<file path="config.mk">
export PLATFORM = sky130hd
export DESIGN_NAME = dslope_ctrl
export DESIGN_NICKNAME = d
export VERILOG_FILES = /design/src/rtl/dslope_pkg.sv /design/src/rtl/dslope_edge.sv /design/src/rtl/dslope_seq.sv /design/src/rtl/dslope_shift.sv /design/src/rtl/dslope_ctrl.sv
export SDC_FILE = /design/constraint.sdc
export NUM_CORES = 1
export LEC_CHECK = 0
export CAP_MARGIN = 15
export CELL_PAD_IN_SITES_DETAIL_PLACEMENT = 1
export CELL_PAD_IN_SITES_GLOBAL_PLACEMENT = 1
export CORE_ASPECT_RATIO = 2
export CORE_UTILIZATION = 42
export CTS_CLUSTER_SIZE = 20
export DETAILED_ROUTE_END_ITERATION = 10
export PLACE_DENSITY = 0.87
export REMOVE_ABC_BUFFERS = 1
export SLEW_MARGIN = 20
export SYNTH_ARGS = -nofsm -noshare
export SYNTH_HDL_FRONTEND = slang
export SYNTH_SLANG_ARGS = --single-unit
</file>
<file path="constraint.sdc">
create_clock -name clk -period 2.8 [get_ports clk]
set_input_delay 0.84 -clock clk [delete_from_list [all_inputs] [get_ports clk]]
set_output_delay 0.84 -clock clk [all_outputs]
set_load 0.005 [all_outputs]
</file>
<file path="src/rtl/dslope_pkg.sv">
package dslope_pkg;

  typedef enum logic [1:0] {
    PH_IZ  = 2'b00,
    PH_AZ  = 2'b01,
    PH_INT = 2'b10,
    PH_DE  = 2'b11
  } phase_t;

  function automatic int max_of2(input int a, input int b);
    return (a > b) ? a : b;
  endfunction

endpackage

</file>
<file path="src/rtl/dslope_edge.sv">
module dslope_edge #(
  parameter int STAGES = 2
) (
  input  logic clk,
  input  logic rst,
  input  logic din,
  output logic lvl,
  output logic fall
);

  logic [STAGES-1:0] chain;
  logic              prev_q;

  for (genvar g = 0; g < STAGES; g++) begin : g_stage
    if (g == 0) begin : g_first
      always_ff @(posedge clk) begin
        if (rst) chain[g] <= 1'b0;
        else     chain[g] <= din;
      end
    end else begin : g_rest
      always_ff @(posedge clk) begin
        if (rst) chain[g] <= 1'b0;
        else     chain[g] <= chain[g-1];
      end
    end
  end

  always_ff @(posedge clk) begin
    if (rst) prev_q <= 1'b0;
    else     prev_q <= chain[STAGES-1];
  end

  assign lvl  = chain[STAGES-1];
  assign fall = prev_q & ~chain[STAGES-1];

endmodule

</file>
<file path="src/rtl/dslope_seq.sv">
module dslope_seq
  import dslope_pkg::*;
#(
  parameter int AZ_LEN  = 123093,
  parameter int INT_LEN = 123093,
  parameter int IZ_LEN  = 1843,
  parameter int FS_LEN  = 246185,
  parameter int MAG_W   = 18
) (
  input  logic             clk,
  input  logic             rst,
  input  logic             en,
  input  logic             cmp_lvl,
  input  logic             cmp_fall,
  output phase_t           ph,
  output logic [MAG_W-1:0] mag,
  output logic             neg,
  output logic             ovr,
  output logic             valid
);

  localparam int MAXL = max_of2(max_of2(AZ_LEN, INT_LEN), max_of2(IZ_LEN, FS_LEN));
  localparam int TW   = $clog2(MAXL + 1);
  localparam logic [TW-1:0] AZ_END  = TW'(AZ_LEN - 1);
  localparam logic [TW-1:0] INT_END = TW'(INT_LEN - 1);
  localparam logic [TW-1:0] IZ_END  = TW'(IZ_LEN - 1);
  localparam logic [TW-1:0] FS_END  = TW'(FS_LEN - 1);

  logic [TW-1:0] tmr;
  logic          sign_q;

  always_ff @(posedge clk) begin
    if (rst) begin
      ph     <= PH_IZ;
      tmr    <= IZ_END;
      sign_q <= 1'b0;
      mag    <= '0;
      neg    <= 1'b0;
      ovr    <= 1'b0;
      valid  <= 1'b0;
    end else begin
      valid <= 1'b0;
      unique case (ph)
        PH_IZ: begin
          if (tmr >= IZ_END) begin
            if (en) begin
              ph  <= PH_AZ;
              tmr <= '0;
            end
          end else begin
            tmr <= tmr + 1'b1;
          end
        end
        PH_AZ: begin
          if (tmr == AZ_END) begin
            ph  <= PH_INT;
            tmr <= '0;
          end else begin
            tmr <= tmr + 1'b1;
          end
        end
        PH_INT: begin
          if (tmr == INT_END) begin
            ph     <= PH_DE;
            tmr    <= '0;
            sign_q <= ~cmp_lvl;
          end else begin
            tmr <= tmr + 1'b1;
          end
        end
        PH_DE: begin
          if (cmp_fall) begin
            ph    <= PH_IZ;
            tmr   <= '0;
            mag   <= MAG_W'(tmr);
            neg   <= sign_q;
            ovr   <= 1'b0;
            valid <= 1'b1;
          end else if (tmr == FS_END) begin
            ph    <= PH_IZ;
            tmr   <= '0;
            mag   <= MAG_W'(FS_LEN);
            neg   <= sign_q;
            ovr   <= 1'b1;
            valid <= 1'b1;
          end else begin
            tmr <= tmr + 1'b1;
          end
        end
        default: ph <= PH_IZ;
      endcase
    end
  end

  assert_az_next_R1: assert property (@(posedge clk) disable iff (rst)
    (ph == PH_AZ) |=> (ph == PH_AZ || ph == PH_INT));
  assert_int_next_R1: assert property (@(posedge clk) disable iff (rst)
    (ph == PH_INT) |=> (ph == PH_INT || ph == PH_DE));
  assert_de_next_R1: assert property (@(posedge clk) disable iff (rst)
    (ph == PH_DE) |=> (ph == PH_DE || ph == PH_IZ));
  assert_iz_next_R1: assert property (@(posedge clk) disable iff (rst)
    (ph == PH_IZ) |=> (ph == PH_IZ || ph == PH_AZ));
  assert_int_len_R2: assert property (@(posedge clk) disable iff (rst)
    (ph == PH_DE && $past(ph) == PH_INT) |-> ($past(tmr) == INT_END));
  assert_hold_R3: assert property (@(posedge clk) disable iff (rst)
    (ph == PH_IZ && !en) |=> (ph == PH_IZ));
  assert_mag_bound_R6: assert property (@(posedge clk) disable iff (rst)
    valid |-> (mag <= MAG_W'(FS_LEN)));
  assert_ovr_sat_R6: assert property (@(posedge clk) disable iff (rst)
    (valid && ovr) |-> (mag == MAG_W'(FS_LEN)));
  assert_valid_src_R7: assert property (@(posedge clk) disable iff (rst)
    valid |-> ($past(ph) == PH_DE && ph == PH_IZ));
  assert_valid_pulse_R8: assert property (@(posedge clk) disable iff (rst)
    valid |=> !valid);

endmodule

</file>
<file path="src/rtl/dslope_shift.sv">
module dslope_shift #(
  parameter int W = 20
) (
  input  logic         clk,
  input  logic         rst,
  input  logic         load,
  input  logic [W-1:0] word,
  input  logic         shift,
  output logic         dout
);

  logic [W-1:0] sreg;

  always_ff @(posedge clk) begin
    if (rst)        sreg <= '0;
    else if (load)  sreg <= word;
    else if (shift) sreg <= {sreg[W-2:0], 1'b0};
  end

  assign dout = sreg[W-1];

  assert_load_msb_R9: assert property (@(posedge clk) disable iff (rst)
    load |=> (dout == $past(word[W-1])));
  assert_idle_hold_R9: assert property (@(posedge clk) disable iff (rst)
    (!load && !shift) |=> $stable(dout));

endmodule

</file>
<file path="src/rtl/dslope_ctrl.sv">
module dslope_ctrl
  import dslope_pkg::*;
#(
  parameter int AZ_LEN   = 123093,
  parameter int INT_LEN  = 123093,
  parameter int IZ_LEN   = 1843,
  parameter int FS_LEN   = 246185,
  parameter int SYNC_STG = 2,
  parameter int MAG_W    = $clog2(FS_LEN + 1)
) (
  input  logic             clk,
  input  logic             rst,
  input  logic             en,
  input  logic             comp_in,
  input  logic             ser_shift,
  output logic             phase_a,
  output logic             phase_b,
  output logic [MAG_W-1:0] result_mag,
  output logic             result_neg,
  output logic             result_ovr,
  output logic             result_valid,
  output logic             ser_dout
);

  localparam int WORD_W = MAG_W + 2;

  logic   cmp_lvl;
  logic   cmp_fall;
  phase_t ph;

  dslope_edge #(.STAGES(SYNC_STG)) u_edge (
    .clk  (clk),
    .rst  (rst),
    .din  (comp_in),
    .lvl  (cmp_lvl),
    .fall (cmp_fall)
  );

  dslope_seq #(
    .AZ_LEN (AZ_LEN),
    .INT_LEN(INT_LEN),
    .IZ_LEN (IZ_LEN),
    .FS_LEN (FS_LEN),
    .MAG_W  (MAG_W)
  ) u_seq (
    .clk     (clk),
    .rst     (rst),
    .en      (en),
    .cmp_lvl (cmp_lvl),
    .cmp_fall(cmp_fall),
    .ph      (ph),
    .mag     (result_mag),
    .neg     (result_neg),
    .ovr     (result_ovr),
    .valid   (result_valid)
  );

  dslope_shift #(.W(WORD_W)) u_shift (
    .clk  (clk),
    .rst  (rst),
    .load (result_valid),
    .word ({result_ovr, result_neg, result_mag}),
    .shift(ser_shift),
    .dout (ser_dout)
  );

  assign phase_a = ph[1];
  assign phase_b = ph[0];

endmodule

</file>
-- Word level (Yosys, flattened, before mapping)
Cells that the tools add are included.
- $add $sub $neg: 1
- $lt $le $gt $ge: 1
- equality and inequality tests: 11
- muxes and demuxes: 23
- bitwise gates (word level): 3
- reductions and logical operators: 8
- operators with widths (cell ; number):
    $mux W18 ; 7
    $pmux W18 S3 ; 1
    $mux W20 ; 2
    $add A18 B1 Y18 const B ; 1
    $eq A18 B17 Y1 const B ; 1
    $eq A18 B18 Y1 const B ; 1
    $ge A18 B11 Y1 const B ; 1
    $mux W2 ; 6
    $pmux W2 S4 ; 1
    $mux W1 ; 6
    $ne A2 B1 Y1 const B ; 3
    $reduce_and A5 Y1 ; 1
    $eq A2 B2 Y1 const B ; 2
    $reduce_and A2 Y1 ; 2
    $reduce_bool A2 Y1 ; 2
    $reduce_or A2 Y1 ; 2
    $ne A3 B2 Y1 const B ; 1
    $ne A3 B3 Y1 const B ; 1
    $eq A2 B1 Y1 const B ; 1
    $logic_not A2 Y1 ; 1
    $ne A2 B2 Y1 const B ; 1
    $not A1 Y1 ; 2
    $and A1 B1 Y1 ; 1
- flip-flop bits (word level): 65
- input port bits: 5
- logic and storage cells: 58

-- Depth between registers and ports, before layout
- depth after elaboration: 4
- mapped depth: 9

-- By module
Synthesis repeated with hierarchy kept, for this count alone.
- cells, all modules: 327
- area, all modules: 3016.6 µm²
- modules (own cells, without submodules) (module ; instances ; cells each ; area each (µm²) ; seq. area each (µm²)):
    dslope_seq ; 1 ; 232 ; 2013.2 ; 840.8
    dslope_shift ; 1 ; 88 ; 915.9 ; 400.4
    dslope_edge ; 1 ; 7 ; 87.6 ; 60.1

-- Worst setup path after synthesis
Ideal clock, no wire load.
- kind: flip-flop to flip-flop
- start: register u_seq.tmr[0]
- end: register u_seq.tmr[17]
- library setup time: 130 ps
- arrival time: 2138 ps
- required time: 2670 ps
- path slack: 532 ps
- cell stages (with the launch flop): 9
- path buffers: 1
- period minus slack after synthesis: 2268 ps
- path through: dfxtp_1 -> inv_1 -> ha_1 -> nand4bb_1 -> nor4_1 -> a211oi_1 -> o41ai_2 -> buf_2 -> a21oi_1
- word-level cells in the longest chain between the ends: 4
- RTL lines (element ; RTL line ; source):
    from (decl) ; dslope_seq.sv:29 ; logic [TW-1:0] tmr;
    from (signal assigned) ; dslope_seq.sv:51 ; tmr <= tmr + 1'b1;
    from (signal assigned) ; dslope_seq.sv:59 ; tmr <= tmr + 1'b1;
    from (signal assigned) ; dslope_seq.sv:68 ; tmr <= tmr + 1'b1;
    $add A18 B1 Y18 or $eq A18 B18 Y1 (tied branches) ; n/a ;
    $mux W18 ; dslope_seq.sv:79 ; end else if (tmr == FS_END) begin
    $mux W18 ; dslope_seq.sv:72 ; if (cmp_fall) begin
    $pmux W18 S3 ; dslope_seq.sv:43 ; unique case (ph)
Several ways; a longest one is shown, not always the timed one.
A chain may end at the register's enable or synchronous reset.

-- Final worst setup path
- start: register u_seq.tmr[12]
- end: register u_seq.tmr[17]
Same word-level chain as after synthesis.

==> flow_metrics.py <==
metrics = {
    "finish": {
        "nets": 408,
        "drive_above_1_share": 0.0925,
        "fin_area_sq_um": 3750,
        "fin_cells": 490,
        "n_fill_cell": 839,
        "area_growth_pct": 22.7,
        "final-seq-area_sq_um": 1300,
        "antenna_cells": 0,
        "fin_util": 0.536,
        "multi_input_area_sq_um": 1630,
    },
    "logic_synthesis": {
        "ys_warn_count": 0,
        "syn_inst": 369,
        "synth_edf_count": 0,
        "synth_seq_cells": 65,
        "synth_top_cell_by_area": "dfxtp_1",
        "syn_area_sq_um": 3060,
        "synth_commonest_cells": "dfxtp_1, nor2_1, a21oi_1, mux2i_1, nand2_1",
        "yosysMostFrequentCell": "dfxtp_1",
        "yosys_most_used_dff": "dfxtp_1",
        "ys_seq_area_frac": 0.426,
        "async_reset_ff_frac": 0,
        "synth_top_cell_area_share": 0.426,
        "syn_area_per_cell_sq_um": 8.28,
        "synthDistinctLibCells": 44,
        "netlist_top_cells_area": "dfxtp_1, a21oi_1, mux2i_1",
    },
    "hold_path": {
        "hold_path_class": "reg2reg",
    },
    "power": {
        "total_leakage_power_uw": 0.00140,
        "power_switching_uw": 840,
        "irDropWorstVdd_uv": 512,
        "power_density_nw_per_um2": 738,
        "pwr-share-clk": 0.402,
        "power_switching_share": 0.303,
        "seq_power_share": 0.395,
        "p_int_uw": 1930,
        "comb_power_share": 0.203,
    },
    "timing": {
        "setup_tns_ns": 0,
        "worst_pin_slew_ns": 0.788,
        "hold_viol": 0,
        "fin_crit_sh": 0.906,
        "slew_headroom": 0.474,
        "period_minus_slack_ns": 2.54,
        "skew_ns": 0.00756,
        "rsz0062_at_grt": "false",
        "clock.fmax_mhz": 394,
        "maxSlewViolCount": 0,
        "layout_setup_ws_ns": 0.263,
        "setup-violations-final": 0,
    },
    "clock_network": {
        "worstSkewPairLatency_ns": 0.33,
        "cts_sinks": 65,
        "htreeDepth": 3,
        "clockBufferDepth": 2,
        "root_buffer": "clkbuf_16",
        "cts_tree": "done",
        "cts_hold_buf": 0,
        "postCtsSetupBuffers": 0,
        "cts_buffers": 9,
        "cts_resized": 0,
        "clk_pin_slew_ns": 0.05,
    },
    "critical_path": {
        "cpMaxStageDelayCell": "or4_1",
        "r2r_cells": 6,
        "worst-endpoint-arrival_ns": 2.74,
        "reg2reg_from": "u_seq.tmr[12]",
        "crit_family": "compound AO/OA/AOI/OAI gates",
        "crit_path_end_kind": "register",
        "required_ns": 3.00,
        "crit_path_start": "u_seq.tmr[12]",
        "cp_max_fo": 26,
        "crit_type": "reg2reg",
        "critical_path_buf_inv_count": 1,
        "critPathLaunchType": "register",
        "r2r-end": "u_seq.tmr[17]",
        "cp-endpoint": "u_seq.tmr[17]",
        "reg2reg_slack_ns": 0.26,
        "crit_chain": "or4_1 -> or2_1 -> o21a_2 -> o41ai_2 -> buf_4 -> a21oi_1",
        "cp.depth": 6,
        "critical-path-max-stage-delay_ns": 0.58,
    },
    "route": {
        "ant_nets": 0,
        "drt-pass1-iter-count": 4,
        "route.detailed.drc": 0,
        "wl_per_cell_um": 18.4,
        "wl_mm": 9.02,
        "drt_iter0_drc": 146,
        "vias_per_cell": 5.74,
        "num_vias": 2815,
    },
    "status": {
        "status": "finished clean",
    },
    "placed_design": {
        "dp.cells": 474,
        "finalWeightedCongestion": 0.766,
        "placed_cell_area_sq_um": 3450,
        "preCtsSetupSlack_ns": 0.263,
        "dp_hpwl_mm": 6.09,
        "port_buffers": 28,
    },
    "grt": {
        "grt_usage": 0.251,
        "grt_first_pass_wirelength_mm": 14.6,
        "grt_pass1_vias": 2902,
        "grt_max_degree": 46,
        "grt-ovfl-total": 0,
        "antenna_found_initial": 0,
    },
    "die": {
        "initial_core_util": 0.437,
        "die_y_um": 123,
        "ioPinCount": 29,
        "rows": 43,
        "die_w_um": 62.3,
        "fp.coreArea_sq_um": 6990,
        "die-area_sq_um": 7640,
    },
    "job": {
        "cap_violations": 0,
    },
}
flip-flops by register name, summed over array words and instances (netlist names):
name / flops
u_shift.sreg: 20
u_seq.valid: 1
u_seq.neg: 1
u_edge.prev_q: 1
u_seq.mag: 18
u_seq.ovr: 1
u_edge.chain: 1
u_seq.tmr: 18
u_seq.sign_q: 1
u_edge.lvl: 1
u_seq.ph: 2
cells by family (layout without fill, tap and decap cells):
family | Yosys count | after routing | synth area share
buffers and inverters | 34 | 65 | 0.0426
AND/OR/NAND/NOR | 146 | 146 | 0.242
AO/OA/AOI/OAI | 91 | 91 | 0.175
multiplexers | 23 | 23 | 0.0757
XOR/XNOR | 2 | 2 | 0.00573
flip-flops | 65 | 65 | 0.426
adder cells (fa/ha/maj) | 8 | 8 | 0.0327
worst min-delay path by stage:
stage                         start          to  cells past startpoint  slack [ns]
detailed placement  u_edge.chain[0]  u_edge.lvl                      1        0.45
global route        u_edge.chain[0]  u_edge.lvl                      1        0.47
CTS                 u_edge.chain[0]  u_edge.lvl                      1        0.46
global placement    u_edge.chain[0]  u_edge.lvl                      1        0.42
finish              u_edge.chain[0]  u_edge.lvl                      1        0.45
floorplan           u_edge.chain[0]  u_edge.lvl                      1        0.41
final cells by class:
cell class,count,area share
Inverter,10,0.0100
Clock inverter,5,0.0147
Sequential cell,65,0.347
Multi-Input combinational cell,270,0.433
Clock buffer,11,0.0647
Tap cell,90,0.0300
Timing Repair Buffer,39,0.100
layer usage:
layer | global-route usage | share of wire
met5 | 0 | 0
met4 | 0.134 | 0.028
met3 | 0.0558 | 0.026
met2 | 0.480 | 0.57
met1 | 0.248 | 0.37
power groups by stage:
stage | Sequential (uW) | Clock, uW | Combinational, uW
after floorplan | 1070 | 0 | 356
after global placement | 1100 | 0 | 518
after detailed placement | 1100 | 0 | 545
after CTS | 1090 | 1120 | 562
after global routing | 1100 | 1170 | 612
final | 1090 | 1110 | 561
stage by stage:
stage,power (uW),hold WS [ns]
6_report,2770,0.454
5_1_grt,2880,0.474
4_1_cts,2770,0.459
3_5_place_dp,1650,0.451
3_3_place_gp,1620,0.418
2_1_floorplan,1430,0.414
layout by cell type (no fill, tap or decap), types with 8 or more instances in the layout:
| cell | netlist | layout |
|---|---|---|
| dfxtp_1 | 65 | 65 |
| nor2_1 | 55 | 55 |
| a21oi_1 | 52 | 52 |
| clkdlybuf4s50_1 | 0 | 28 |
| mux2i_1 | 22 | 22 |
| nand2_1 | 20 | 20 |
| nand3_1 | 19 | 19 |
| o21ai_0 | 16 | 16 |
| inv_1 | 10 | 10 |
| buf_4 | 0 | 10 |
| clkbuf_16 | 0 | 9 |
| a211oi_1 | 8 | 8 |
| ha_1 | 8 | 8 |
No activity file was read; power rests on OpenSTA's default activity.
